## src/rtl/gwg_pkg.sv

```systemverilog
package gwg_pkg;

  typedef enum logic [1:0] {
    GS_IDLE = 2'd0,
    GS_SIZE = 2'd1,
    GS_EMIT = 2'd2
  } gwg_state_t;

  // Block size check: nonzero, a whole number of warps, not above the limit.
  function automatic logic size_legal(input int unsigned sz,
                                      input int unsigned lanes,
                                      input int unsigned max_blk);
    return (sz != 0) && ((sz % lanes) == 0) && (sz <= max_blk);
  endfunction

endpackage

```

## src/rtl/gwg_ceil_div.sv

```systemverilog
module gwg_ceil_div #(
  parameter int DW = 33
) (
  input  logic          clk,
  input  logic          rst_n,
  input  logic          go_i,
  input  logic [DW-1:0] num_i,
  input  logic [DW-1:0] den_i,
  output logic          busy_o,
  output logic          done_o,
  output logic [DW-1:0] quot_o
);
  localparam int CW = $clog2(DW + 1);

  logic [DW:0]   rem_q;
  logic [DW-1:0] quo_q;
  logic [DW-1:0] den_q;
  logic [CW-1:0] cnt_q;
  logic          busy_q;
  logic          done_q;

  logic [DW:0]   rem_sh;
  logic          fits;
  logic [DW:0]   rem_nx;
  logic [DW-1:0] quo_nx;

  // One restoring step per cycle: shift in the next dividend bit, subtract when it fits.
  always_comb begin
    rem_sh = {rem_q[DW-1:0], quo_q[DW-1]};
    fits   = rem_sh >= {1'b0, den_q};
    rem_nx = fits ? (rem_sh - {1'b0, den_q}) : rem_sh;
    quo_nx = {quo_q[DW-2:0], fits};
  end

  always_ff @(posedge clk or negedge rst_n) begin
    if (!rst_n) begin
      rem_q  <= '0;
      quo_q  <= '0;
      den_q  <= '0;
      cnt_q  <= '0;
      busy_q <= 1'b0;
      done_q <= 1'b0;
    end else begin
      done_q <= 1'b0;
      if (go_i && !busy_q) begin
        rem_q  <= '0;
        quo_q  <= num_i;
        den_q  <= den_i;
        cnt_q  <= CW'(DW);
        busy_q <= 1'b1;
      end else if (busy_q) begin
        rem_q <= rem_nx;
        quo_q <= quo_nx;
        cnt_q <= cnt_q - 1'b1;
        if (cnt_q == CW'(1)) begin
          busy_q <= 1'b0;
          done_q <= 1'b1;
        end
      end
    end
  end

  assign busy_o = busy_q;
  assign done_o = done_q;
  assign quot_o = quo_q;

  // the remainder never reaches the divisor once a step has completed.
  a_r4_rem_bound: assert property (@(posedge clk) disable iff (!rst_n)
    done_q |-> (rem_q < {1'b0, den_q}));

  a_r4_done_after_busy: assert property (@(posedge clk) disable iff (!rst_n)
    $rose(done_q) |-> $fell(busy_q));
endmodule

```

## src/rtl/gwg_lane_mask.sv

```systemverilog
module gwg_lane_mask #(
  parameter int IDX_W = 32,
  parameter int LANES = 32
) (
  input  logic [IDX_W-1:0] base_i,
  input  logic [IDX_W-1:0] n_i,
  output logic [LANES-1:0] mask_o
);
  localparam int XW = IDX_W + 1;

  // Each lane compares its own global index against the problem size.
  for (genvar g = 0; g < LANES; g++) begin : g_lane
    logic [XW-1:0] gidx;
    assign gidx      = {1'b0, base_i} + XW'(g);
    assign mask_o[g] = gidx < {1'b0, n_i};
  end
endmodule

```

## src/rtl/gwg_warp_gen.sv

```systemverilog
module gwg_warp_gen
  import gwg_pkg::*;
#(
  parameter int IDX_W   = 32,
  parameter int LANES   = 32,
  parameter int MAX_BLK = 512,
  parameter int BS_W    = $clog2(MAX_BLK) + 1,
  parameter int WARP_W  = ((MAX_BLK / LANES) > 1) ? $clog2(MAX_BLK / LANES) : 1
) (
  input  logic              clk,
  input  logic              rst_n,
  input  logic              start_i,
  input  logic [IDX_W-1:0]  n_i,
  input  logic [BS_W-1:0]   bsize_i,
  output logic              item_valid_o,
  input  logic              item_ready_i,
  output logic [IDX_W-1:0]  item_base_o,
  output logic [LANES-1:0]  item_mask_o,
  output logic [IDX_W-1:0]  item_block_o,
  output logic [WARP_W-1:0] item_warp_o,
  output logic              busy_o,
  output logic              done_o,
  output logic              err_o
);
  localparam int DW  = IDX_W + 1;
  localparam int LSH = $clog2(LANES);

  gwg_state_t        state_q;
  logic [IDX_W-1:0]  n_q;
  logic [BS_W-1:0]   size_q;
  logic [WARP_W-1:0] wpb_m1_q;
  logic [IDX_W-1:0]  nblk_q;
  logic [IDX_W-1:0]  blk_q;
  logic [WARP_W-1:0] warp_q;
  logic [IDX_W-1:0]  base_q;
  logic              done_q;
  logic              err_q;

  logic              idle;
  logic              size_ok;
  logic              launch;
  logic [DW-1:0]     div_num;
  logic [DW-1:0]     div_den;
  logic              div_busy;
  logic              div_done;
  logic [DW-1:0]     div_quot;
  logic              take;
  logic              end_of_blk;
  logic              last_item;
  logic [LANES-1:0]  lane_mask;

  assign idle    = (state_q == GS_IDLE);
  assign size_ok = size_legal(int'(bsize_i), LANES, MAX_BLK);
  assign launch  = start_i && idle && size_ok && (n_i != '0);

  // Rounded-up block count: (n + size - 1) / size.
  assign div_num = {1'b0, n_i} + DW'(bsize_i) - DW'(1);
  assign div_den = DW'(bsize_i);

  gwg_ceil_div #(.DW(DW)) u_div (
    .clk    (clk),
    .rst_n  (rst_n),
    .go_i   (launch),
    .num_i  (div_num),
    .den_i  (div_den),
    .busy_o (div_busy),
    .done_o (div_done),
    .quot_o (div_quot)
  );

  gwg_lane_mask #(.IDX_W(IDX_W), .LANES(LANES)) u_mask (
    .base_i (base_q),
    .n_i    (n_q),
    .mask_o (lane_mask)
  );

  assign take       = (state_q == GS_EMIT) && item_ready_i;
  assign end_of_blk = (warp_q == wpb_m1_q);
  assign last_item  = end_of_blk && (blk_q == nblk_q - 1'b1);

  always_ff @(posedge clk or negedge rst_n) begin
    if (!rst_n) begin
      state_q  <= GS_IDLE;
      n_q      <= '0;
      size_q   <= '0;
      wpb_m1_q <= '0;
      nblk_q   <= '0;
      blk_q    <= '0;
      warp_q   <= '0;
      base_q   <= '0;
      done_q   <= 1'b0;
      err_q    <= 1'b0;
    end else begin
      done_q <= 1'b0;
      err_q  <= 1'b0;
      unique case (state_q)
        GS_IDLE: begin
          if (start_i) begin
            if (!size_ok) begin
              err_q <= 1'b1;
            end else if (n_i == '0) begin
              done_q <= 1'b1;
            end else begin
              n_q      <= n_i;
              size_q   <= bsize_i;
              wpb_m1_q <= WARP_W'((bsize_i >> LSH) - 1'b1);
              state_q  <= GS_SIZE;
            end
          end
        end
        GS_SIZE: begin
          if (div_done) begin
            nblk_q  <= div_quot[IDX_W-1:0];
            blk_q   <= '0;
            warp_q  <= '0;
            base_q  <= '0;
            state_q <= GS_EMIT;
          end
        end
        GS_EMIT: begin
          if (take) begin
            if (last_item) begin
              state_q <= GS_IDLE;
              done_q  <= 1'b1;
            end else begin
              base_q <= base_q + IDX_W'(LANES);
              if (end_of_blk) begin
                warp_q <= '0;
                blk_q  <= blk_q + 1'b1;
              end else begin
                warp_q <= warp_q + 1'b1;
              end
            end
          end
        end
        default: state_q <= GS_IDLE;
      endcase
    end
  end

  assign item_valid_o = (state_q == GS_EMIT);
  assign item_base_o  = base_q;
  assign item_mask_o  = lane_mask;
  assign item_block_o = blk_q;
  assign item_warp_o  = warp_q;
  assign busy_o       = !idle;
  assign done_o       = done_q;
  assign err_o        = err_q;

  // an offered item is held until taken.
  a_r7_hold: assert property (@(posedge clk) disable iff (!rst_n)
    (item_valid_o && !item_ready_i) |=>
      (item_valid_o && $stable(item_base_o) && $stable(item_mask_o)));

  // consecutive accepted items are one warp apart.
  a_r5_step: assert property (@(posedge clk) disable iff (!rst_n)
    (item_valid_o && item_ready_i && !last_item) |=>
      (item_base_o == $past(item_base_o) + IDX_W'(LANES)));

  // enabled lanes form a contiguous run from lane 0.
  a_r6_mask_contig: assert property (@(posedge clk) disable iff (!rst_n)
    item_valid_o |-> ((item_mask_o & (item_mask_o + 1'b1)) == '0));

  // done is a single pulse with no item alongside.
  a_r8_done_pulse: assert property (@(posedge clk) disable iff (!rst_n)
    done_o |-> (!item_valid_o ##1 !done_o));

  // an error never coincides with an item or with done.
  a_r2_err_clean: assert property (@(posedge clk) disable iff (!rst_n)
    err_o |-> (!item_valid_o && !done_o));

  // the block count covers n and no whole block lies beyond it.
  a_r4_blocks: assert property (@(posedge clk) disable iff (!rst_n)
    (state_q == GS_SIZE && div_done) |->
      ((64'(div_quot) * 64'(size_q) >= 64'(n_q)) &&
       ((64'(div_quot) - 64'd1) * 64'(size_q) < 64'(n_q))));

  // the divider is busy only while sizing a launch.
  a_r9_div_sizing: assert property (@(posedge clk) disable iff (!rst_n)
    div_busy |-> (state_q == GS_SIZE));
endmodule

```

## config.mk

```make
export PLATFORM = sky130hd
export DESIGN_NAME = gwg_warp_gen
export DESIGN_NICKNAME = d
export VERILOG_FILES = /design/src/rtl/gwg_pkg.sv /design/src/rtl/gwg_ceil_div.sv /design/src/rtl/gwg_lane_mask.sv /design/src/rtl/gwg_warp_gen.sv
export SDC_FILE = /design/constraint.sdc
export NUM_CORES = 1
export LEC_CHECK = 0
export ABC_AREA = 0
export BUFFER_PORTS_ARGS = -buffer_cell sky130_fd_sc_hd__buf_2
export CAP_MARGIN = 20
export CORE_MARGIN = 3
export CORE_UTILIZATION = 25
export DETAILED_ROUTE_END_ITERATION = 10
export PLACE_DENSITY = 0.4
export SKIP_CTS_REPAIR_TIMING = 1
export SLEW_MARGIN = 20
export SYNTH_ARGS = -nofsm -noshare
export SYNTH_HDL_FRONTEND = slang
export SYNTH_SLANG_ARGS = --single-unit
```

## constraint.sdc

```tcl
create_clock -name clk -period 4.2 [get_ports clk]
set_input_delay 0.21 -clock clk [delete_from_list [all_inputs] [get_ports clk]]
set_output_delay 0.21 -clock clk [all_outputs]
set_load 0.02 [all_outputs]
```

== Yosys cells after proc, flatten, opt, wreduce, memory -nomap -nowiden ==
Cells that the tools add are included.

* Flip-flop bits (word level): 224
* Bits of input ports: 46
* Output and inout bits: 104
* Word-level logic and storage cells: 167

* $add $sub $neg: 40
* Order comparisons: 34
* Equal/unequal tests: 13
* Muxes and demuxes: 42
* Bitwise operators: 1
* Reduce and logical (&&, ||, !) cells: 22

{| class="wikitable"
|+ Operators by type and width
! cell !! count
|-
| 33-bit by 32-bit < comparator with 1-bit output || 31
|-
| 32-bit by 5-bit adder with 33-bit output, second input constant || 16
|-
| 32-bit by 4-bit adder with 33-bit output, second input constant || 8
|-
| 32-bit 2-to-1 mux || 6
|-
| 33-bit 2-to-1 mux || 5
|-
| 32-bit by 3-bit adder with 33-bit output, second input constant || 4
|-
| 32-bit case mux with 2 select lines || 2
|-
| 32-bit by 2-bit adder with 33-bit output, second input constant || 2
|-
| 32-bit logical NOT || 2
|-
| 34-bit by 10-bit greater-or-equal comparator with 1-bit output || 1
|-
| 32-bit by 1-bit adder with 33-bit output, second input constant || 1
|-
| 32-bit by 10-bit adder with 33-bit output || 1
|-
| 33-bit by 1-bit subtractor with 33-bit output, second input constant || 1
|-
| 33-bit by 10-bit subtractor with 33-bit output || 1
|-
| 32-bit by 1-bit adder with 32-bit output, second input constant || 1
|-
| 32-bit by 6-bit adder with 32-bit output, second input constant || 1
|-
| 32-bit equality test || 1
|-
| 32-bit < comparator || 1
|-
| 32-bit nonzero test || 1
|-
| 32-bit by 1-bit subtractor with 32-bit output, second input constant || 1
|-
| 4-bit 2-to-1 mux || 4
|-
| 1-bit 2-to-1 mux || 14
|-
| 2-bit 2-to-1 mux || 6
|-
| 6-bit 2-to-1 mux || 2
|-
| other kinds (23) || 39
|}

== Depth between registers and ports, before layout ==
Gate-level depths: netlist of the first run.

* Depth after elaboration: 7
* Mapped depth: 15
* Gate-level depth less buffers: 15

== By module ==
A second synthesis of the first run with hierarchy kept.

* Cell total of the unflattened synthesis: 6343
* Area, all modules: 49109.6 µm²

{| class="wikitable"
|+ Modules (own cells, without submodules)
! module !! instances !! cells an instance !! area an instance (µm²) !! sequential area each (µm²)
|-
| gwg_lane_mask || 1 || 4487 || 33064.2 || 0.0
|-
| gwg_warp_gen || 1 || 1118 || 9531.6 || 3378.2
|-
| gwg_ceil_div || 1 || 738 || 6513.7 || 2677.6
|}

== Least setup slack after synthesis of the first run ==
OpenSTA, ideal clock, no wires.

* Path type: flip-flop to flip-flop
* Start: reg nblk_q[0]
* End: reg base_q[18] (netlist: item_base_o[18])
* Setup time: 76 ps
* Arrival time: 3384 ps
* Required time: 4124 ps
* Setup slack: 740 ps
* Stages on the path, launching flop included: 14
* Buffers on the path: 2
* Clock period less this slack: 3460 ps
* Cells stage by stage: dfrtp_1 > inv_1 > ha_1 > nor3b_4 > nand3_2 > a2111oi_2 > o22ai_1 > or4_1 > or4_4 > a31oi_4 > buf_6 > buf_6 > o31ai_1 > a21oi_2

* Word-level cells in the longest chain between the ends: 5

{| class="wikitable"
|+ RTL lines
! element !! line !! text
|-
| start: declaration || gwg_warp_gen.sv:32 || <nowiki>logic [IDX_W-1:0] nblk_q;</nowiki>
|-
| start signal: assignment || gwg_warp_gen.sv:113 || <nowiki>nblk_q <= div_quot[IDX_W-1:0];</nowiki>
|-
| 32-bit by 1-bit subtractor with 32-bit output || gwg_warp_gen.sv:79 || <nowiki>assign last_item = end_of_blk && (blk_q == nblk_q - 1'b1);</nowiki>
|-
| 32-bit equality test || gwg_warp_gen.sv:79 ||
|-
| 1-bit logical AND || gwg_warp_gen.sv:79 ||
|-
| 2-bit inequality test (no source line) || n/a ||
|-
| 4-bit AND reduction (no source line) || n/a ||
|-
| end signal: assignment || gwg_warp_gen.sv:126 || <nowiki>base_q <= base_q + IDX_W'(LANES);</nowiki>
|-
| end: declaration || gwg_warp_gen.sv:35 || <nowiki>logic [IDX_W-1:0] base_q;</nowiki>
|}

No other way between the ends.
A chain may end at the register's enable or synchronous reset.

== Final worst setup path of the first run ==
* Start: reg nblk_q[11]
* End: reg base_q[17] (netlist: item_base_o[17])

Same word-level chain as after synthesis.

==> run metrics, run 1 <==
maximum fanout along the worst path=61; worst-case headroom to the max-slew limit=35.38%; DP Worst Slack=0.1616 ns; upper clock frequency limit=0.2476 GHz; critical path data required time=4.65 ns; R2R Path Start=nblk_q[11]; clock-pin transition on the worst setup and hold timing paths=0.07 ns; sequential standard cell area=5484 um^2; standard cell with the maximum stage delay on the critical path=sky130_fd_sc_hd__nor3_1; endpoint of the lowest-slack register-to-register path=item_base_o[17]; classification of the worst-slack hold path=in -> reg; final setup skew=0.03435 ns; Arrival @ worst endpoint=4.49 ns; Layout Area Growth over Synthesis=16.69%; count of flip-flops with a built-in enable after synthesis=0; post-DR vias/cell=5.109; top flip-flop cell by instance count after synthesis=sky130_fd_sc_hd__dfrtp_1; Overflow after GRT=0; Post-layout nets=2561; Multi-input gate area=11330 um^2; violations in the final reports=negative hold slack; cell depth of the worst min-delay path=3; kind of start point of the critical path=register; HPWL Detailed=49180 um; sequential-to-total area share from yosys stat=30.45%; Yosys cell types=81; largest stage delay on the critical path=0.67 ns; number of cells on the worst reg-to-reg path=10; ports placed on the boundary=150; cts bufs inserted=28; number of standard cells after synthesis=2242; Synth Register Bits=219; RePlAce Congestion=0.8738; Min-Delay Startpoint=n_i[1]; result of the run=finished with violations; iteration count of the initial detailed-routing pass=5; maximum number of pins on one net before global-route repair=84; worst-path cell chain=nor3_1 > nand3_2 > a2111oi_2 > o22ai_1 > or4_1 > or4_4 > a31oi_4 > buf_12 > o311ai_0 > o41ai_1; Port Buffer Count=144; setup TNS=0 ns; overall routed net length=63650 um; chip width=274.3 um; # DRC=0; critical path type=reg -> reg; Worst Tran Pin Value=0.9605 ns; cell area after placement=19660 um^2; number of standard-cell rows in the floorplan=97; # Max-Cap Violations=0; mean routed wirelength per cell=19.24 um; clock period minus worst slack=4.039 ns; worst-skew pair later-pin latency=0.58 ns; Static Leak=9.974 nW; most common library cell in the layout ignoring fill and taps=sky130_fd_sc_hd__nand2_1; root buffer cell=sky130_fd_sc_hd__clkbuf_16; fraction of layout cells with a size suffix above 1=11.90%; FFs w/ async S/R, synth=100.0%; number of H-tree levels=1; unrepaired setup endpoints after global routing=false; worst vdd rail ir drop=0.0002614 V; worst-case setup margin in the final layout=0.1612 ns; Hold Worst Slack=-0.004821 ns; TritonCTS clock tree=yes; endpoint of the worst hold-timing path=n_q[1]; first-pass GRT wire length=98670 um; via count of the first global-routing pass=16330; Max Slew Vio Count=0; starting density of the core=25.48%; core footprint=70640 um^2; Filler cells=7653; clock buffer depth=3; Setup violations, final=0; Power Dens Cells=501.0 nW/um^2; Clock Sinks=219; Synthesis Warnings=0; post-detailed-route count of antenna-violating nets=0; Initial DRC Count=1176; overall die area=75250 um^2; kind of end point of the critical path=register; total vias in the final route=16900; syn_area_per_cell=8.028 um^2; number of antenna violations at the first check in global routing=10; part of the cycle the worst path needs=96.16%; DIE HEIGHT=274.3 um; final-report hold violation count=1; worst reg2reg setup slack=0.16 ns; final non-filler cell area=21000 um^2; global router's overall resource usage=16.59%; cell area after technology mapping=18000 um^2; top library cells by usage in the layout, fill and taps aside=sky130_fd_sc_hd__nand2_1 (277), sky130_fd_sc_hd__dfrtp_1 (218), sky130_fd_sc_hd__ha_1 (173), sky130_fd_sc_hd__a21oi_1 (170), sky130_fd_sc_hd__o21ai_0 (157); beginning of the critical path=nblk_q[11]
==> routing by layer <==
| layer | vias up | track usage [%] | wire length (um) |
|---|---|---|---|
| li1 | 8254 | - | - |
| met1 | 8222 | 24.38 | 32280 |
| met2 | 347 | 25.03 | 26850 |
| met3 | 71 | 3.343 | 3302 |
| met4 | 8 | 3.213 | 1162 |
| met5 | - | 0 | 48 |
==> cells in the mapped netlist, types with 7 or more instances <==
master                     instances  share of area (%)
sky130_fd_sc_hd__a211oi_1         15               0.63
sky130_fd_sc_hd__a21boi_0          9               0.38
sky130_fd_sc_hd__a21o_1           63                2.6
sky130_fd_sc_hd__a21oi_1         170                4.7
sky130_fd_sc_hd__a22o_1           28                1.4
sky130_fd_sc_hd__a31o_2            7               0.34
sky130_fd_sc_hd__a31oi_1          14               0.49
sky130_fd_sc_hd__and2_1           10               0.35
sky130_fd_sc_hd__and3_1           25               0.87
sky130_fd_sc_hd__and4_1           16               0.78
sky130_fd_sc_hd__buf_1             8               0.17
sky130_fd_sc_hd__buf_4             9               0.38
sky130_fd_sc_hd__clkbuf_1        137                2.9
sky130_fd_sc_hd__dfrtp_1         219                 30
sky130_fd_sc_hd__ha_1            173                 12
sky130_fd_sc_hd__inv_1           144                3.0
sky130_fd_sc_hd__mux2i_1          14               0.78
sky130_fd_sc_hd__nand2_1         277                5.8
sky130_fd_sc_hd__nand2b_1         23               0.80
sky130_fd_sc_hd__nand3_1          82                2.3
sky130_fd_sc_hd__nand3b_1          7               0.29
sky130_fd_sc_hd__nand4_1          45                1.6
sky130_fd_sc_hd__nor2_1          123                2.6
sky130_fd_sc_hd__nor2b_1          25               0.87
sky130_fd_sc_hd__nor3_1           40                1.1
sky130_fd_sc_hd__nor3b_1           8               0.33
sky130_fd_sc_hd__nor4_1           22               0.76
sky130_fd_sc_hd__o211ai_1         16               0.67
sky130_fd_sc_hd__o21a_1           10               0.42
sky130_fd_sc_hd__o21ai_0         157                4.4
sky130_fd_sc_hd__o21ai_1          15               0.42
sky130_fd_sc_hd__o21bai_1         18               0.75
sky130_fd_sc_hd__o311ai_0          8               0.39
sky130_fd_sc_hd__o31ai_1          18               0.75
sky130_fd_sc_hd__o41ai_1           7               0.34
sky130_fd_sc_hd__or3_1            35                1.2
sky130_fd_sc_hd__or4_1            47                2.0
sky130_fd_sc_hd__xnor2_1          61                3.0
sky130_fd_sc_hd__xor2_1           34                1.7
==> area by class of cell <==
class | instances | share of cell area [%]
Multi-Input combinational cell | 1719 | 53.93
Sequential cell | 219 | 26.11
Timing Repair Buffer | 228 | 7.125
Tap cell | 940 | 5.600
Clock buffer | 41 | 3.955
Inverter | 144 | 2.573
Clock inverter | 10 | 0.6255
Antenna cell | 7 | 0.08340
==> metrics by stage <==
stage | power [mW] | instances | utilization (%)
after floorplan | 6.473 | 2246 | -
final | 10.52 | 3308 | 29.74
after CTS | 10.57 | 3264 | 29.20
after global routing | 11.33 | 3305 | 29.73
after global placement | 7.888 | 3213 | 27.84
after detailed placement | 7.910 | 3213 | 27.84
==> cells by family after synthesis <==
| kind of cell | after synthesis | share of synthesized area, % |
|---|---|---|
| compound gates | 612 | 21.65 |
| xor+xnor | 95 | 4.623 |
| fa+ha+maj | 175 | 12.25 |
| buf+inv | 308 | 6.854 |
| flops | 219 | 30.45 |
| mux | 18 | 1.029 |
| other cells | 1 | 0.02083 |
| simple gates | 814 | 23.13 |
==> worst max path at each step <==
| stage | end | slack, ns |
|---|---|---|
| after global routing | item_base_o[17] | 0.005 |
| after detailed placement | item_base_o[17] | 0.16 |
| after floorplan | item_base_o[18] | 0.74 |
| final | item_base_o[17] | 0.16 |
| after CTS | item_base_o[17] | 0.17 |
| after global placement | item_base_o[10] | 0.35 |
==> worst max-delay path, delay by kind of cell (launching register included) <==
family	cells	cell delay, ns
and+or+nand+nor	4	2.06
AOI/OAI and AO/OA	5	1.11
DFF	1	0.45
buffers and inverters	1	0.26
==> state kept, by name (all words and copies together), names as in the netlist <==
register and count:
done_o 1, err_o 1, item_base_o 27, item_block_o 32, item_warp_o 4, n_q 32
nblk_q 32, state_q 2, u_div.busy_o 1, u_div.cnt_q 6, u_div.den_q 10, u_div.done_o 1
u_div.quot_o 33, u_div.rem_q 33, wpb_m1_q 4
==> report_power, final <==
group	internal, mW	leakage [nW]	switching (mW)
Clock	1.55	0.474	1.02
Combinational	1.96	6.73	2.75
Sequential	2.62	2.77	0.622
Total	6.13	9.97	4.39
No activity file was read; power rests on OpenSTA's default activity.
==> run 2, diff against run 1 <==
--- a/config.mk
+++ b/config.mk
@@ -9,9 +9,9 @@
 export BUFFER_PORTS_ARGS = -buffer_cell sky130_fd_sc_hd__buf_2
 export CAP_MARGIN = 20
 export CORE_MARGIN = 3
-export CORE_UTILIZATION = 25
+export CORE_UTILIZATION = 45
 export DETAILED_ROUTE_END_ITERATION = 10
-export PLACE_DENSITY = 0.4
+export PLACE_DENSITY = 0.63
 export SKIP_CTS_REPAIR_TIMING = 1
 export SLEW_MARGIN = 20
 export SYNTH_ARGS = -nofsm -noshare
==> run metrics, run 2 (same netlist as run 1, synthesis figures left out) <==
result of the run=finished with violations; violations in the final reports=negative hold slack; Overflow after GRT=0; R2R Path Start=nblk_q[0]; worst-case setup margin in the final layout=0.2390 ns; DIE HEIGHT=206 um; clock buffer depth=3; total vias in the final route=16900; number of H-tree levels=1; clock period minus worst slack=3.961 ns; HPWL Detailed=41640 um; classification of the worst-slack hold path=in -> reg; Setup violations, final=0; final setup skew=0.01813 ns; Arrival @ worst endpoint=4.39 ns; kind of end point of the critical path=register; timing endpoint of the critical path=item_base_o[29]; setup TNS=0 ns; via count of the first global-routing pass=15690; cts bufs inserted=26; Static Leak=9.847 nW; post-detailed-route count of antenna-violating nets=0; beginning of the critical path=nblk_q[0]; clock-pin transition on the worst setup and hold timing paths=0.06 ns; critical path type=reg -> reg; Post-layout nets=2541; Port Buffer Count=144; Worst Tran Pin Value=1.036 ns; iteration count of the initial detailed-routing pass=6; upper clock frequency limit=0.2525 GHz; number of cells in the finished layout apart from fillers=2859; maximum fanout along the worst path=34; worst-skew pair later-pin latency=0.55 ns; kind of start point of the critical path=register; starting density of the core=46.04%; number of cells on the worst reg-to-reg path=13; cell area after placement=19010 um^2; critical path data required time=4.63 ns; Layout Area Growth over Synthesis=12.53%; worst-case headroom to the max-slew limit=30.29%; first-pass GRT wire length=86390 um; worst vdd rail ir drop=0.0003970 V; most common library cell in the layout ignoring fill and taps=sky130_fd_sc_hd__nand2_1; final non-filler cell area=20250 um^2; global router's overall resource usage=25.18%; root buffer cell=sky130_fd_sc_hd__clkbuf_16; chip width=206 um; number of standard-cell rows in the floorplan=72; met2 layer usage reported by global route=37.93%; ports placed on the boundary=150; core footprint=39100 um^2; # Max-Cap Violations=0; TritonCTS clock tree=yes; overall routed net length=54490 um; cell count after placement=2775; worst reg2reg setup slack=0.24 ns; overall die area=42440 um^2; Design Power=10.16 mW; RePlAce Congestion=0.9569; post-DR vias/cell=5.910; endpoint of the lowest-slack register-to-register path=item_base_o[29]; Global Route met3 Usage=3.575%; DP Worst Slack=0.3166 ns; part of the cycle the worst path needs=94.31%; Power Dens Cells=501.5 nW/um^2; final design utilization=51.80%; number of antenna violations at the first check in global routing=0; Max Slew Vio Count=0; Hold Worst Slack=-0.04194 ns; # DRC=0; Clock Sinks=219; Initial DRC Count=1426; final-report hold violation count=6; unrepaired setup endpoints after global routing=false; mean routed wirelength per cell=19.06 um; fraction of layout cells with a size suffix above 1=11.24%; maximum number of pins on one net before global-route repair=120; layer with the highest usage=met1; met1 demand-to-capacity share in global routing=38.49%; top library cells by usage in the layout, fill and taps aside=sky130_fd_sc_hd__nand2_1 (277), sky130_fd_sc_hd__dfrtp_1 (218), sky130_fd_sc_hd__ha_1 (173), sky130_fd_sc_hd__a21oi_1 (170), sky130_fd_sc_hd__o21ai_0 (157)
run 2: per-layer routing:
layer,vias up,wire length (um)
met1,8181,26920
met5,-,0
met4,0,1024
met3,59,3294
li1,8190,-
met2,468,23260
run 2: how the worst min path moves through the flow:
stage	from	to	slack, ns	cells after the start
after floorplan	rst_n	done_o	-0.09	0
after global placement	rst_n	item_base_o[31]	0.36	1
after detailed placement	rst_n	item_base_o[31]	0.36	1
after CTS	rst_n	item_base_o[23]	-0.21	1
after global routing	n_i[16]	n_q[16]	0.004	3
final	n_i[16]	n_q[16]	-0.04	3
run 2: area by class of cell:
class | count | area (um^2)
antenna | 1 | 2.502
clock buffer | 32 | 693.2
clock inverter | 16 | 206.4
fill | 3814 | 18840
inverter | 144 | 540.5
multi-input combinational | 1719 | 11320
sequential | 219 | 5484
tap | 518 | 648.1
timing repair buffer | 210 | 1359
run 2: report_power, final:
| group | internal (mW) | leakage, nW | total [mW] | switching [mW] |
|---|---|---|---|---|
| Combinational | 1.90 | 6.64 | 4.46 | 2.57 |
| Clock | 1.43 | 0.435 | 2.39 | 0.964 |
| Sequential | 2.62 | 2.77 | 3.30 | 0.683 |
| Total | 5.94 | 9.85 | 10.2 | 4.22 |
run 2: critical path, stage by stage (launching register included):
cell and delay [ns]:
sky130_fd_sc_hd__dfrtp_1 0.45, sky130_fd_sc_hd__inv_1 0.10, sky130_fd_sc_hd__ha_1 0.24, sky130_fd_sc_hd__nor3b_4 0.18, sky130_fd_sc_hd__buf_4 0.17, sky130_fd_sc_hd__or3_1 0.30
sky130_fd_sc_hd__a221oi_1 0.29, sky130_fd_sc_hd__nor3_1 0.14, sky130_fd_sc_hd__or4_1 0.55, sky130_fd_sc_hd__or4_4 0.61, sky130_fd_sc_hd__a31oi_4 0.29, sky130_fd_sc_hd__buf_12 0.21
sky130_fd_sc_hd__o311ai_0 0.18, sky130_fd_sc_hd__o41ai_1 0.12
==> run 3, diff against run 2 <==
--- a/config.mk
+++ b/config.mk
@@ -12,8 +12,10 @@
 export CORE_UTILIZATION = 45
 export DETAILED_ROUTE_END_ITERATION = 10
 export PLACE_DENSITY = 0.63
+export RECOVER_POWER = 50
 export SKIP_CTS_REPAIR_TIMING = 1
 export SLEW_MARGIN = 20
 export SYNTH_ARGS = -nofsm -noshare
 export SYNTH_HDL_FRONTEND = slang
 export SYNTH_SLANG_ARGS = --single-unit
+export TNS_END_PERCENT = 5
==> run metrics, run 3 (same netlist as run 1, synthesis figures left out) <==
result of the run=finished with violations; violations in the final reports=negative hold slack, max-capacitance violations, max-slew violations; R2R Path Start=nblk_q[0]; buffers plus inverters on the worst setup path=3; DP Worst Slack=0.3166 ns; overall routed net length=54530 um; iteration count of the initial detailed-routing pass=5; total vias in the final route=16830; critical path data required time=3.99 ns; clock-pin transition on the worst setup and hold timing paths=0.06 ns; standard cell with the maximum stage delay on the critical path=sky130_fd_sc_hd__clkbuf_1; Port Buffer Count=144; Power Dens Cells=504.4 nW/um^2; chip width=206 um; Worst Tran Pin Value=3.026 ns; Post-layout nets=2541; Arrival @ worst endpoint=3.78 ns; final-report hold violation count=6; RePlAce Congestion=0.9569; worst vdd rail ir drop=0.0003968 V; critical path type=reg -> out; top library cells by usage in the layout, fill and taps aside=sky130_fd_sc_hd__nand2_1 (277), sky130_fd_sc_hd__dfrtp_1 (219), sky130_fd_sc_hd__ha_1 (173), sky130_fd_sc_hd__a21oi_1 (170), sky130_fd_sc_hd__o21ai_0 (157); setup TNS=0 ns; starting density of the core=46.04%; library cell appearing most often on the critical path=sky130_fd_sc_hd__a21o_1; worst-skew pair later-pin latency=0.55 ns; Top Layer Used=met4; endpoint of the worst hold-timing path=n_q[16]; unrepaired setup endpoints after global routing=false; most common library cell in the layout ignoring fill and taps=sky130_fd_sc_hd__nand2_1; clock buffer depth=3; Initial DRC Count=1285; Filler cells=3845; mean routed wirelength per cell=19.08 um; number of H-tree levels=1; number of cells in the finished layout apart from fillers=2858; upper clock frequency limit=0.2504 GHz; DIE HEIGHT=206 um; # DRC=0; path length in cells of the critical path=12; worst-path cell chain=clkbuf_1 > ha_1 > a21o_1 > a21o_1 > a21oi_1 > nor2_1 > a2111oi_0 > buf_4 > a21boi_0 > o31a_1 > a21o_1 > buf_2; global router's overall resource usage=25.18%; number of cells on the worst reg-to-reg path=13; worst-case setup margin in the final layout=0.2058 ns; Min-Delay Startpoint=n_i[16]; kind of end point of the critical path=output port; Hold Worst Slack=-0.05295 ns; worst-case headroom to the max-slew limit=-101.8%; met2 routed wirelength=23230 um; fraction of layout cells with a size suffix above 1=8.419%; TritonCTS clock tree=yes; overall die area=42440 um^2; largest stage delay on the critical path=0.56 ns; length of routed met3 wiring=3216 um; via count of the first global-routing pass=15690; post-DR vias/cell=5.889; category of cells accounting for the largest share of critical-path delay=compound AO/OA/AOI/OAI gates; Max Slew Vio Count=210; maximum number of pins on one net before global-route repair=120; diode insertion count for antenna repair=0; HPWL Detailed=41640 um; Routed met1 length=27060 um; first-pass GRT wire length=86390 um; number of antenna violations at the first check in global routing=0; kind of start point of the critical path=register; cell count after placement=2775; final design utilization=51.48%; ports placed on the boundary=150; final setup skew=0.01805 ns; part of the cycle the worst path needs=95.10%; Setup violations, final=0; Layout Area Growth over Synthesis=11.82%; core footprint=39100 um^2; post-detailed-route count of antenna-violating nets=0; maximum fanout along the worst path=12; cell depth of the worst min-delay path=3; classification of the worst-slack hold path=in -> reg; Static Leak=9.602 nW; Clock Sinks=219; # Max-Cap Violations=2; number of standard-cell rows in the floorplan=72; root buffer cell=sky130_fd_sc_hd__clkbuf_16; clock period minus worst slack=3.994 ns; endpoint of the lowest-slack register-to-register path=item_base_o[29]; Overflow after GRT=0; worst reg2reg setup slack=0.24 ns; cts bufs inserted=26
==> run 3: cell count changes in the layout (fill, tap and decap cells not counted) <==
cell	previous run	this run
sky130_fd_sc_hd__buf_12	4	3
sky130_fd_sc_hd__buf_4	29	22
sky130_fd_sc_hd__buf_8	1	0
sky130_fd_sc_hd__clkbuf_4	0	1
sky130_fd_sc_hd__clkbuf_2	0	2
sky130_fd_sc_hd__clkbuf_1	4	69
sky130_fd_sc_hd__buf_2	143	84
sky130_fd_sc_hd__dfrtp_4	1	0
sky130_fd_sc_hd__diode_2	1	0
sky130_fd_sc_hd__dfrtp_1	218	219
==> run 3: through the flow <==
step | hold WS (ns) | instance area (um^2) | power, mW
2_1_floorplan | -0.08559 | 18010 | 6.473
3_3_place_gp | 0.3639 | 19010 | 7.630
3_5_place_dp | 0.3634 | 19010 | 7.698
4_1_cts | -0.2131 | 19910 | 10.13
5_1_grt | 0.004019 | 20130 | 10.93
6_report | -0.05295 | 20130 | 10.15
==> run 3: layout make-up <==
type / instances / area [um^2] / share of cell area (%)
clock inverters: 16 / 206.4 / 1.026
clock buffers: 32 / 693.2 / 3.444
multi-input cells: 1719 / 11320 / 56.25
well taps: 518 / 648.1 / 3.220
inverters: 144 / 540.5 / 2.686
flip-flops and latches: 219 / 5480 / 27.23
repair buffers: 210 / 1237 / 6.148
==> run 3: how the worst max path moves through the flow <==
stage	endpoint	slack (ns)	start
2_1_floorplan	item_base_o[18]	0.74	nblk_q[0]
3_3_place_gp	item_base_o[10]	0.43	nblk_q[0]
3_5_place_dp	item_base_o[29]	0.32	nblk_q[0]
4_1_cts	item_base_o[29]	0.27	nblk_q[0]
5_1_grt	u_div.quot_o[32]	0.008	rst_n
6_report	item_mask_o[10]	0.21	item_base_o[26]
==> run 3: power by group <==
group          switching (mW)  internal [mW]
combinational            2.57           1.89
sequential              0.684           2.62
clock                   0.961           1.43
total                    4.22           5.93
==> run 3: worst min-delay path, delay by kind of cell <==
kind                   cells  cell delay (ns)
buffers and inverters      1             0.14
AOI/OAI and AO/OA          1             0.06
and+or+nand+nor            1             0.05
==> run 3: metal layers <==
layer	vias to the layer above	GRT usage [%]
li1	8189	-
met1	8124	38.49
met2	462	37.93
met3	57	3.575
met4	0	4.921
met5	-	0
